--- src/rtl/pfc_pkg.sv ---
package pfc_pkg;
    typedef enum logic [2:0] {
        ST_SYM1  = 3'd0,
        ST_BURST = 3'd1,
        ST_WAIT1 = 3'd2,
        ST_PRED  = 3'd3,
        ST_FILL  = 3'd4,
        ST_DONE  = 3'd5
    } pfc_state_e;
endpackage

--- src/rtl/pfc_slot_ptr.sv ---
module pfc_slot_ptr #(
    parameter int NUM_SLOTS = 6,
    parameter int SLOT_W    = 3
) (
    input  logic              clk,
    input  logic              rst_n,
    input  logic              clr,
    input  logic              inc,
    output logic [SLOT_W-1:0] ptr,
    output logic              full
);
    localparam logic [SLOT_W-1:0] FULL_AT = SLOT_W'(NUM_SLOTS);

    logic [SLOT_W-1:0] ptr_d, ptr_q;

    always_comb begin
        ptr_d = (clr ? '0 : ptr_q) + SLOT_W'(inc);
    end

    always_ff @(posedge clk) begin
        if (!rst_n) ptr_q <= '0;
        else        ptr_q <= ptr_d;
    end

    assign ptr  = ptr_q;
    assign full = (ptr_q == FULL_AT);
endmodule

--- src/rtl/pfc_predictor.sv ---
module pfc_predictor #(
    parameter int NUM_MODES = 4,
    parameter int MODE_W    = 2
) (
    input  logic              clk,
    input  logic              rst_n,
    input  logic              load,
    input  logic [MODE_W-1:0] load_mode,
    input  logic              adv,
    input  logic [MODE_W-1:0] chk_mode,
    output logic [MODE_W-1:0] pred,
    output logic              hit
);
    localparam logic [MODE_W-1:0] TOP_CODE = MODE_W'(NUM_MODES - 1);

    function automatic logic [MODE_W-1:0] step(input logic [MODE_W-1:0] m);
        return (m == TOP_CODE) ? '0 : m + MODE_W'(1);
    endfunction

    logic [MODE_W-1:0] pred_d, pred_q;

    always_comb begin
        pred_d = pred_q;
        if (load)      pred_d = step(load_mode);
        else if (adv)  pred_d = step(pred_q);
    end

    always_ff @(posedge clk) begin
        if (!rst_n) pred_q <= '0;
        else        pred_q <= pred_d;
    end

    assign pred = pred_q;
    // the last predicted write carried the code just below pred_q
    assign hit  = (step(chk_mode) == pred_q);
endmodule

--- src/rtl/pfc_top.sv ---
module pfc_top #(
    parameter int NUM_MODES = 4,
    parameter int NUM_SLOTS = 6,
    localparam int MODE_W   = (NUM_MODES > 1) ? $clog2(NUM_MODES) : 1,
    localparam int SLOT_W   = $clog2(NUM_SLOTS + 1)
) (
    input  logic              clk,
    input  logic              rst_n,
    input  logic              sym_stb,
    input  logic              det1_vld,
    input  logic [MODE_W-1:0] det1_mode,
    input  logic              det2_vld,
    input  logic [MODE_W-1:0] det2_mode,
    output logic              wr_en,
    output logic [SLOT_W-1:0] wr_slot,
    output logic [MODE_W-1:0] wr_mode,
    output logic              retry,
    output logic              ce_start
);
    import pfc_pkg::*;

    localparam logic [SLOT_W-1:0] LAST_CAND = SLOT_W'(NUM_MODES - 1);
    localparam logic [SLOT_W-1:0] CAND_CNT  = SLOT_W'(NUM_MODES);
    localparam logic [SLOT_W-1:0] LAST_SLOT = SLOT_W'(NUM_SLOTS - 1);

    typedef struct packed {
        pfc_state_e        state;
        logic              wr_en;
        logic [SLOT_W-1:0] wr_slot;
        logic [MODE_W-1:0] wr_mode;
        logic              retry;
        logic              start;
    } ctl_t;

    ctl_t r_d, r_q;

    logic              ptr_clr, ptr_inc, ptr_full;
    logic [SLOT_W-1:0] ptr;
    logic              pred_load, pred_adv, pred_hit;
    logic [MODE_W-1:0] pred;
    logic              chk, take;

    pfc_slot_ptr #(.NUM_SLOTS(NUM_SLOTS), .SLOT_W(SLOT_W)) u_ptr (
        .clk  (clk),
        .rst_n(rst_n),
        .clr  (ptr_clr),
        .inc  (ptr_inc),
        .ptr  (ptr),
        .full (ptr_full)
    );

    pfc_predictor #(.NUM_MODES(NUM_MODES), .MODE_W(MODE_W)) u_pred (
        .clk      (clk),
        .rst_n    (rst_n),
        .load     (pred_load),
        .load_mode(det1_mode),
        .adv      (pred_adv),
        .chk_mode (det2_mode),
        .pred     (pred),
        .hit      (pred_hit)
    );

    always_comb begin
        r_d       = r_q;
        r_d.wr_en = 1'b0;
        r_d.retry = 1'b0;
        r_d.start = 1'b0;
        ptr_clr   = 1'b0;
        ptr_inc   = 1'b0;
        pred_load = 1'b0;
        pred_adv  = 1'b0;
        // verdict needs at least one predicted write already stored
        chk       = det2_vld && (ptr > CAND_CNT);
        take      = sym_stb && !ptr_full;

        case (r_q.state)
            ST_SYM1: begin
                if (sym_stb) begin
                    r_d.wr_en   = 1'b1;
                    r_d.wr_slot = ptr;
                    r_d.wr_mode = ptr[MODE_W-1:0];
                    ptr_inc     = 1'b1;
                    r_d.state   = (ptr == LAST_CAND) ? ST_WAIT1 : ST_BURST;
                end
            end
            ST_BURST: begin
                r_d.wr_en   = 1'b1;
                r_d.wr_slot = ptr;
                r_d.wr_mode = ptr[MODE_W-1:0];
                ptr_inc     = 1'b1;
                if (ptr == LAST_CAND) r_d.state = ST_WAIT1;
            end
            ST_WAIT1: begin
                if (det1_vld) begin
                    pred_load = 1'b1;
                    r_d.state = ST_PRED;
                end
            end
            ST_PRED: begin
                if (chk && !pred_hit) begin
                    r_d.retry = 1'b1;
                    ptr_clr   = 1'b1;
                    if (sym_stb) begin
                        r_d.wr_en   = 1'b1;
                        r_d.wr_slot = '0;
                        r_d.wr_mode = '0;
                        ptr_inc     = 1'b1;
                        r_d.state   = ST_BURST;
                    end else begin
                        r_d.state = ST_SYM1;
                    end
                end else begin
                    if (take) begin
                        r_d.wr_en   = 1'b1;
                        r_d.wr_slot = ptr;
                        r_d.wr_mode = pred;
                        ptr_inc     = 1'b1;
                        pred_adv    = 1'b1;
                    end
                    if (chk) begin
                        if (ptr_full || (take && ptr == LAST_SLOT)) begin
                            r_d.start = 1'b1;
                            r_d.state = ST_DONE;
                        end else begin
                            r_d.state = ST_FILL;
                        end
                    end
                end
            end
            ST_FILL: begin
                if (take) begin
                    r_d.wr_en   = 1'b1;
                    r_d.wr_slot = ptr;
                    r_d.wr_mode = pred;
                    ptr_inc     = 1'b1;
                    pred_adv    = 1'b1;
                    if (ptr == LAST_SLOT) begin
                        r_d.start = 1'b1;
                        r_d.state = ST_DONE;
                    end
                end
            end
            ST_DONE: begin
            end
            default: r_d.state = ST_SYM1;
        endcase
    end

    always_ff @(posedge clk) begin
        if (!rst_n) begin
            r_q.state   <= ST_SYM1;
            r_q.wr_en   <= 1'b0;
            r_q.wr_slot <= '0;
            r_q.wr_mode <= '0;
            r_q.retry   <= 1'b0;
            r_q.start   <= 1'b0;
        end else begin
            r_q <= r_d;
        end
    end

    assign wr_en    = r_q.wr_en;
    assign wr_slot  = r_q.wr_slot;
    assign wr_mode  = r_q.wr_mode;
    assign retry    = r_q.retry;
    assign ce_start = r_q.start;
endmodule

--- config.mk ---
export PLATFORM = sky130hd
export DESIGN_NAME = pfc_top
export DESIGN_NICKNAME = d
export VERILOG_FILES = /design/src/rtl/pfc_pkg.sv /design/src/rtl/pfc_slot_ptr.sv /design/src/rtl/pfc_predictor.sv /design/src/rtl/pfc_top.sv
export SDC_FILE = /design/constraint.sdc
export NUM_CORES = 1
export LEC_CHECK = 0
export CAP_MARGIN = 20
export CELL_PAD_IN_SITES_DETAIL_PLACEMENT = 0
export CELL_PAD_IN_SITES_GLOBAL_PLACEMENT = 2
export CORE_UTILIZATION = 40
export CTS_CLUSTER_SIZE = 20
export DETAILED_ROUTE_END_ITERATION = 6
export DONT_BUFFER_PORTS = 1
export PLACE_DENSITY_LB_ADDON = 0.1
export SKIP_LAST_GASP = 1
export SLEW_MARGIN = 20
export SYNTH_ARGS = -nofsm -noshare
export SYNTH_HDL_FRONTEND = slang
export SYNTH_HIERARCHICAL = 1
export SYNTH_SLANG_ARGS = --single-unit
--- constraint.sdc ---
create_clock -name clk -period 3.65 [get_ports clk]
set_input_delay 0.365 -clock clk [delete_from_list [all_inputs] [get_ports clk]]
set_output_delay 0.365 -clock clk [all_outputs]
set_load 0.02 [all_outputs]
### Yosys cells after proc, flatten, opt, wreduce, memory -nomap -nowiden

Cells that the tools add are included.

* add/subtract/negate cells: 4
* $mul: 0
* div/mod/pow operators: 0
* $lt $le $gt $ge: 1
* equality and inequality tests: 20
* shift operators: 0
* mux-type cells: 36
* bitwise operators: 1
* reduce and logical (&&, ||, !) cells: 12

Operator list (number)
* $mux 9: 3
* $pmux 6 s4: 1
* $pmux 3 s6: 1
* $mux 1: 15
* $mux 3: 5
* $eq 3x3->1 const B: 4
* $mux 2: 6
* $mux 6: 2
* $ne 2x2->1 const B: 5
* $eq 3x2->1 const B: 3
* $ne 3x3->1 const B: 3
* $reduce_and 7->1: 1
* $add 2x1->2 const B: 3
* $eq 2x2->1 const B: 3
* $reduce_and 5->1: 1
* $logic_and 1x1->1: 4
* $pmux 1 s2: 2
* $pmux 1 s4: 1
* $reduce_bool 4->1: 1
* $add 3x1->3: 1
* $eq 3x1->1 const B: 1
* $gt 3x3->1 const B: 1
* $logic_not 3->1: 1
* $eq 2x2->1: 1
* other kinds (4): 5

* register bits: 16
* bits in latches: 0
* memory bits (writable): 0
* bits in read-only memories: 0
* bits of input ports: 9
* logic and storage cells: 82
* memories kept: 0

### Longest topological paths before layout

* word-level depth: 9
* gate-level depth with buffers: 9

### Hierarchy

Netlist, hierarchy kept.

Modules (own cells, without submodules)
* pfc_top: times used 1, cells an instance 101, area an instance 853.3 sq um
* pfc_predictor: times used 1, cells an instance 16, area an instance 165.2 sq um
* pfc_slot_ptr: times used 1, cells an instance 15, area an instance 148.9 sq um

### Least setup slack after synthesis

OpenSTA, ideal clock, no wires.

* kind: input -> register
* from: input det2_mode[0]
* to: register u_ptr.ptr_q[1], in the netlist u_ptr/ptr[1]
* data arrival time: 2199 ps
* data required time: 3535 ps
* slack: 1336 ps
* stages on the path: 8
* buffers on the path: 0
* path through: ha_1 -> xor2_1 -> nor3_1 -> nor4_2 -> or2_1 -> ha_1 -> ha_1 -> and2_1

RTL lines
* start: declaration: RTL line pfc_top.sv:13 `input logic [MODE_W-1:0] det2_mode,`
* $add 2x1->2 / $eq 2x2->1 (equally long branches): RTL line pfc_predictor.sv:17 `return (m == TOP_CODE) ? '0 : m + MODE_W'(1);`
* $mux 2 (*): RTL line pfc_predictor.sv:17
* $eq 2x2->1 (*): RTL line pfc_predictor.sv:35 `assign hit = (step(chk_mode) == pred_q);`
* named net pred_hit: RTL line pfc_top.sv:39 `logic pred_load, pred_adv, pred_hit;`
* $logic_not 1->1 (*): RTL line pfc_top.sv:100 `if (chk && !pred_hit) begin`
* $logic_and 1x1->1 (*): RTL line pfc_top.sv:100
* $mux 1 (*): RTL line pfc_top.sv:100
* $pmux 1 s4 (*): RTL line pfc_top.sv:76 `case (r_q.state)`
* named net ptr_inc: RTL line pfc_top.sv:37 `logic ptr_clr, ptr_inc, ptr_full;`
* $add 3x1->3 (*): RTL line pfc_slot_ptr.sv:17 `ptr_d = (clr ? '0 : ptr_q) + SLOT_W'(inc);`
* named net u_ptr.ptr_d[1]: RTL line pfc_slot_ptr.sv:14 `logic [SLOT_W-1:0] ptr_d, ptr_q;`
* end signal: assignment: RTL line pfc_slot_ptr.sv:22 `else ptr_q <= ptr_d;`
* end: declaration: RTL line pfc_slot_ptr.sv:14

Mark *: on every way through the listed nets, which the timed path passes. The rest lies on a longest branch.
A chain may end at the register's enable or synchronous reset.

### Worst setup path after layout

* from: register u_ptr.ptr_q[0], in the netlist u_ptr/ptr[0]
* to: register u_ptr.ptr_q[1], in the netlist u_ptr/ptr[1]

* word-level cells in the longest chain between the ends: 7

Ends and longest elaborated chain
* $eq 3x3->1 (*): RTL line pfc_slot_ptr.sv:26 `assign full = (ptr_q == FULL_AT);`
* named net ptr_full: RTL line pfc_top.sv:37
* $logic_not 1->1 (*): RTL line pfc_top.sv:74 `take = sym_stb && !ptr_full;`
* $logic_and 1x1->1 (*): RTL line pfc_top.sv:74
* $mux 1 (*): RTL line pfc_top.sv:113, pfc_top.sv:131
* $mux 1: RTL line pfc_top.sv:100
* $pmux 1 s4 (*): RTL line pfc_top.sv:76
* named net ptr_inc: RTL line pfc_top.sv:37
* $add 3x1->3 (*): RTL line pfc_slot_ptr.sv:17
* named net u_ptr.ptr_d[1]: RTL line pfc_slot_ptr.sv:14

Marks and branches as above.

==> impl_metrics.prom <==
# TYPE chip_impl_metric gauge
chip_impl_info{name="outcome",value="finished clean"} 1
chip_impl_metric{name="synth.top_cell.area_share",unit="%"} 27.44
chip_impl_metric{name="global_route.usage.total",unit="%"} 15.95
chip_impl_metric{name="yosysUniqueCellTypes",unit=""} 53
chip_impl_metric{name="finalSetupTns",unit="ns"} 0
chip_impl_metric{name="final_min_period_over_clock_period",unit="%"} 62.36
chip_impl_info{name="post-synth-top-area-cell",value="sky130_fd_sc_hd__dfxtp_1"} 1
chip_impl_metric{name="number_of_synthesized_flops_with_an_enable_pin",unit=""} 0
chip_impl_metric{name="post-route-drc-count",unit=""} 0
chip_impl_info{name="startpoint_type",value="flop"} 1
chip_impl_metric{name="route.antenna.remaining_nets",unit=""} 0
chip_impl_metric{name="maxCapViolations",unit=""} 0
chip_impl_metric{name="timing.final.max_slew_violations",unit=""} 0
chip_impl_metric{name="max_freq",unit="GHz"} 0.4393
chip_impl_info{name="timing.critical_path.to_type",value="flop"} 1
chip_impl_metric{name="placement.cell_area",unit="µm²"} 1132
chip_impl_metric{name="grt-ovfl-total",unit=""} 0
chip_impl_metric{name="synthToLayoutAreaGrowth",unit="%"} 0.1071
chip_impl_metric{name="stdcell_area",unit="µm²"} 1169
chip_impl_metric{name="power_density",unit="nW/µm²"} 636.8
chip_impl_metric{name="die_h",unit="µm"} 56.02
chip_impl_metric{name="worstMarginPinSlew",unit="ns"} 0.5560
chip_impl_metric{name="worst_clock_skew",unit="ns"} 0.003525
chip_impl_metric{name="largest_net_degree_at_the_start_of_global_routing",unit=""} 19
chip_impl_metric{name="holdBufCountCts",unit=""} 0
chip_impl_metric{name="finalWorstPathRequiredPeriod",unit="ns"} 2.276
chip_impl_info{name="postSynth.topFlopCell",value="sky130_fd_sc_hd__dfxtp_1"} 1
chip_impl_metric{name="r2r_slack",unit="ns"} 1.37
chip_impl_info{name="end_of_the_worst_hold_path",value="u_pred/pred[0]"} 1
chip_impl_metric{name="worst_ep_arrival_time",unit="ns"} 2.48
chip_impl_info{name="worst-setup-path-type",value="flop to flop"} 1
chip_impl_metric{name="report.final.setup_viol",unit=""} 0
chip_impl_metric{name="place.detailed.instances",unit=""} 152
chip_impl_metric{name="cts_max_path_buffers",unit=""} 2
chip_impl_metric{name="drt-initial-drc-count",unit=""} 30
chip_impl_metric{name="netlist_instances",unit=""} 132
chip_impl_metric{name="insertedDiodeCount",unit=""} 0
chip_impl_metric{name="synth_seq_cells",unit=""} 16
chip_impl_metric{name="rows",unit=""} 19
chip_impl_metric{name="sequential_cell_area",unit="µm²"} 320.3
chip_impl_metric{name="hold_viol",unit=""} 0
chip_impl_metric{name="die_area",unit="µm²"} 3138
chip_impl_metric{name="detailed_place_hpwl",unit="µm"} 1763
chip_impl_metric{name="post_drt_wl_per_cell",unit="µm"} 15.09
chip_impl_info{name="hold_path_class",value="input pin to flop"} 1
chip_impl_metric{name="drt-vias-per-instance",unit=""} 6.006
chip_impl_metric{name="r2r.worst_path.cells",unit=""} 7
chip_impl_info{name="cts_tree",value="built"} 1
chip_impl_metric{name="lkg_pwr",unit="µW"} 0.0004717
chip_impl_info{name="top_layer_used",value="met4"} 1
chip_impl_metric{name="finalHoldWorstSlack",unit="ns"} 0.1834
chip_impl_metric{name="netlist_area_pre_place",unit="µm²"} 1167
chip_impl_metric{name="m1WireLength",unit="µm"} 1142
chip_impl_metric{name="fillCellCount",unit=""} 283
chip_impl_metric{name="power.ir.vdd_worst",unit="mV"} 0.3500
chip_impl_info{name="critical_path.reg2reg.startpoint",value="u_ptr/ptr[0]"} 1
chip_impl_info{name="grt_setup_unrepaired",value="false"} 1
chip_impl_metric{name="finalWirelength",unit="µm"} 2354
chip_impl_metric{name="critical_path_required_time",unit="ns"} 3.85
chip_impl_metric{name="cts_inserted_buffers",unit=""} 3
chip_impl_metric{name="final_layout_size_suffix_gt1_share",unit="%"} 15.20
chip_impl_metric{name="synth.net_count",unit=""} 146
chip_impl_metric{name="clock_sink_count",unit=""} 16
chip_impl_metric{name="slew-limit-headroom",unit="%"} 62.62
chip_impl_metric{name="vias",unit=""} 937
chip_impl_metric{name="core-area",unit="µm²"} 2758
chip_impl_metric{name="cts.clk_slew.worst_paths",unit="ns"} 0.10
chip_impl_metric{name="stdcell_count",unit=""} 156
chip_impl_metric{name="grt_pass1_vias",unit=""} 899
chip_impl_metric{name="worstSkewPairLatency",unit="ns"} 0.29
chip_impl_metric{name="design.portCount",unit=""} 17
chip_impl_metric{name="fp.dieW",unit="µm"} 56.02
chip_impl_metric{name="cts_resized",unit=""} 0
chip_impl_info{name="reg2reg_to",value="u_ptr/ptr[1]"} 1
chip_impl_metric{name="worst_hold_path.num_cells",unit=""} 1
chip_impl_metric{name="warnings_synthesis",unit=""} 6
chip_impl_info{name="min-delay-start",value="rst_n"} 1
chip_impl_metric{name="synth.yosys.seq_area_share",unit="%"} 27.44
chip_impl_metric{name="average_cell_area_after_synthesis",unit="µm²"} 8.844
chip_impl_metric{name="drtPass1Iterations",unit=""} 4
chip_impl_metric{name="initial_core_utilization",unit="%"} 42.33
chip_impl_metric{name="fin_nets",unit=""} 140
chip_impl_metric{name="initial_antenna_violation_count",unit=""} 0
chip_impl_metric{name="met3WireLength",unit="µm"} 101
chip_impl_metric{name="gpl.final_weighted_congestion",unit=""} 0.7616
chip_impl_metric{name="grt_first_pass_wirelength",unit="µm"} 4008
chip_impl_info{name="yosys-top-cells-area",value="sky130_fd_sc_hd__dfxtp_1 (27%), sky130_fd_sc_hd__ha_1 (5.4%), sky130_fd_sc_hd__buf_4 (4.5%), sky130_fd_sc_hd__o21ai_0 (3.4%), sky130_fd_sc_hd__and2_1 (3.2%)"} 1
chip_impl_metric{name="async_reset_ff_share",unit="%"} 0
chip_impl_metric{name="multiInputGateArea",unit="µm²"} 754.5
chip_impl_info{name="cts_root_buffer",value="sky130_fd_sc_hd__clkbuf_4"} 1
chip_impl_metric{name="setup_bufs_post_cts",unit=""} 0
chip_impl_metric{name="place.port_buffers",unit=""} 0
chip_impl_metric{name="path_max_fanout",unit=""} 10
chip_impl_metric{name="routed-wl-met2",unit="µm"} 1084
chip_impl_metric{name="cts-htree-levels",unit=""} 1
==> worst max path at each step <==
stage	start	to	slack (ns)	cells after the start
2_1_floorplan	det2_mode[0]	u_ptr/ptr[1]	1.34	8
3_3_place_gp	det2_mode[0]	u_ptr/ptr[1]	1.17	8
3_5_place_dp	det2_mode[0]	u_ptr/ptr[1]	1.09	8
4_1_cts	u_pred/pred[1]	u_ptr/ptr[1]	1.35	7
5_1_grt	u_pred/pred[0]	u_ptr/ptr[2]	1.13	8
6_report	u_ptr/ptr[0]	u_ptr/ptr[1]	1.37	7
==> critical path: stages (launching register included) <==
cell and delay, ns:
sky130_fd_sc_hd__dfxtp_1 0.55, sky130_fd_sc_hd__nor2_1 0.17, sky130_fd_sc_hd__or4b_4 0.54, sky130_fd_sc_hd__o211ai_2 0.15
sky130_fd_sc_hd__or2_1 0.21, sky130_fd_sc_hd__ha_1 0.19, sky130_fd_sc_hd__ha_1 0.22, sky130_fd_sc_hd__and2_1 0.15
==> sequential cells by signal, summed over array words and instances, names as in the netlist <==
name,count
wr_slot,3
wr_en,1
u_pred/pred,2
r_q,3
retry,1
u_ptr/ptr,3
wr_mode,2
ce_start,1
==> report_power, final <==
| group | leakage, µW | internal, µW | switching [µW] | total (µW) |
|---|---|---|---|---|
| clock network | 0.0000210 | 60.8 | 61.3 | 122 |
| logic | 0.000320 | 149 | 137 | 286 |
| registers | 0.000131 | 222 | 113 | 336 |
| total | 0.000472 | 432 | 312 | 744 |
==> per-layer routing <==
layer	up-vias	GRT usage, %
met1	435	20.94
met4	0	5.226
met3	4	3.256
met2	18	26.02
met5	-	0
li1	480	-
==> synthesized netlist by cell type, types with 2 or more instances <==
cell                        count
sky130_fd_sc_hd__o211a_1        2
sky130_fd_sc_hd__buf_4          7
sky130_fd_sc_hd__nor2b_1        3
sky130_fd_sc_hd__nand4bb_1      2
sky130_fd_sc_hd__a32o_2         2
sky130_fd_sc_hd__nor3b_1        4
sky130_fd_sc_hd__nor2_1         4
sky130_fd_sc_hd__nand3b_1       3
sky130_fd_sc_hd__nand2b_1       3
sky130_fd_sc_hd__buf_2          2
sky130_fd_sc_hd__dfxtp_1       16
sky130_fd_sc_hd__o211ai_2       2
sky130_fd_sc_hd__nand2_1        6
sky130_fd_sc_hd__ha_1           5
sky130_fd_sc_hd__nor3_1         4
sky130_fd_sc_hd__a21oi_1        2
sky130_fd_sc_hd__and2b_2        3
sky130_fd_sc_hd__inv_1          5
sky130_fd_sc_hd__o21a_1         5
sky130_fd_sc_hd__o31ai_1        2
sky130_fd_sc_hd__o21ai_0        8
sky130_fd_sc_hd__a31oi_1        5
sky130_fd_sc_hd__o311a_1        2
sky130_fd_sc_hd__and2_1         6
==> placed cells by master, fill, tap and decap left out, types with 2 or more instances in the layout <==
cell	n
sky130_fd_sc_hd__inv_1	5
sky130_fd_sc_hd__o31ai_1	2
sky130_fd_sc_hd__dfxtp_1	16
sky130_fd_sc_hd__nor2_1	4
sky130_fd_sc_hd__o311a_1	2
sky130_fd_sc_hd__nor3b_1	4
sky130_fd_sc_hd__o21ai_0	8
sky130_fd_sc_hd__o211ai_2	2
sky130_fd_sc_hd__nor3_1	4
sky130_fd_sc_hd__clkbuf_4	3
sky130_fd_sc_hd__nand2_1	6
sky130_fd_sc_hd__nand3b_1	3
sky130_fd_sc_hd__ha_1	5
sky130_fd_sc_hd__o21a_1	5
sky130_fd_sc_hd__a31oi_1	5
sky130_fd_sc_hd__and2b_2	3
sky130_fd_sc_hd__a32o_2	2
sky130_fd_sc_hd__o211a_1	2
sky130_fd_sc_hd__nand2b_1	3
sky130_fd_sc_hd__a21oi_1	2
sky130_fd_sc_hd__nor2b_1	3
sky130_fd_sc_hd__nand4bb_1	2
sky130_fd_sc_hd__and2_1	6
==> metrics by stage <==
stage	power (µW)	utilization, %	setup WS (ns)
5_1_grt	810.7	42.38	1.126
3_5_place_dp	627.8	41.06	1.092
2_1_floorplan	596.0	-	1.336
3_3_place_gp	624.5	41.06	1.170
6_report	744.2	42.38	1.374
4_1_cts	751.8	42.38	1.354
==> layout make-up <==
type                    count  area share, %
multi-input cells         100          64.56
inverters                   5          1.606
clock buffers               4          3.105
well taps                  31          3.319
flip-flops and latches     16          27.41
==> cell families after synthesis <==
group | Yosys count | synth area share, %
simple gates | 50 | 29.37
compound gates | 41 | 26.58
fa+ha+maj | 5 | 5.359
flops | 16 | 27.44
xor+xnor | 2 | 1.501
mux | 2 | 1.822
buf+inv | 16 | 7.932
No activity file was read; power rests on OpenSTA's default activity.
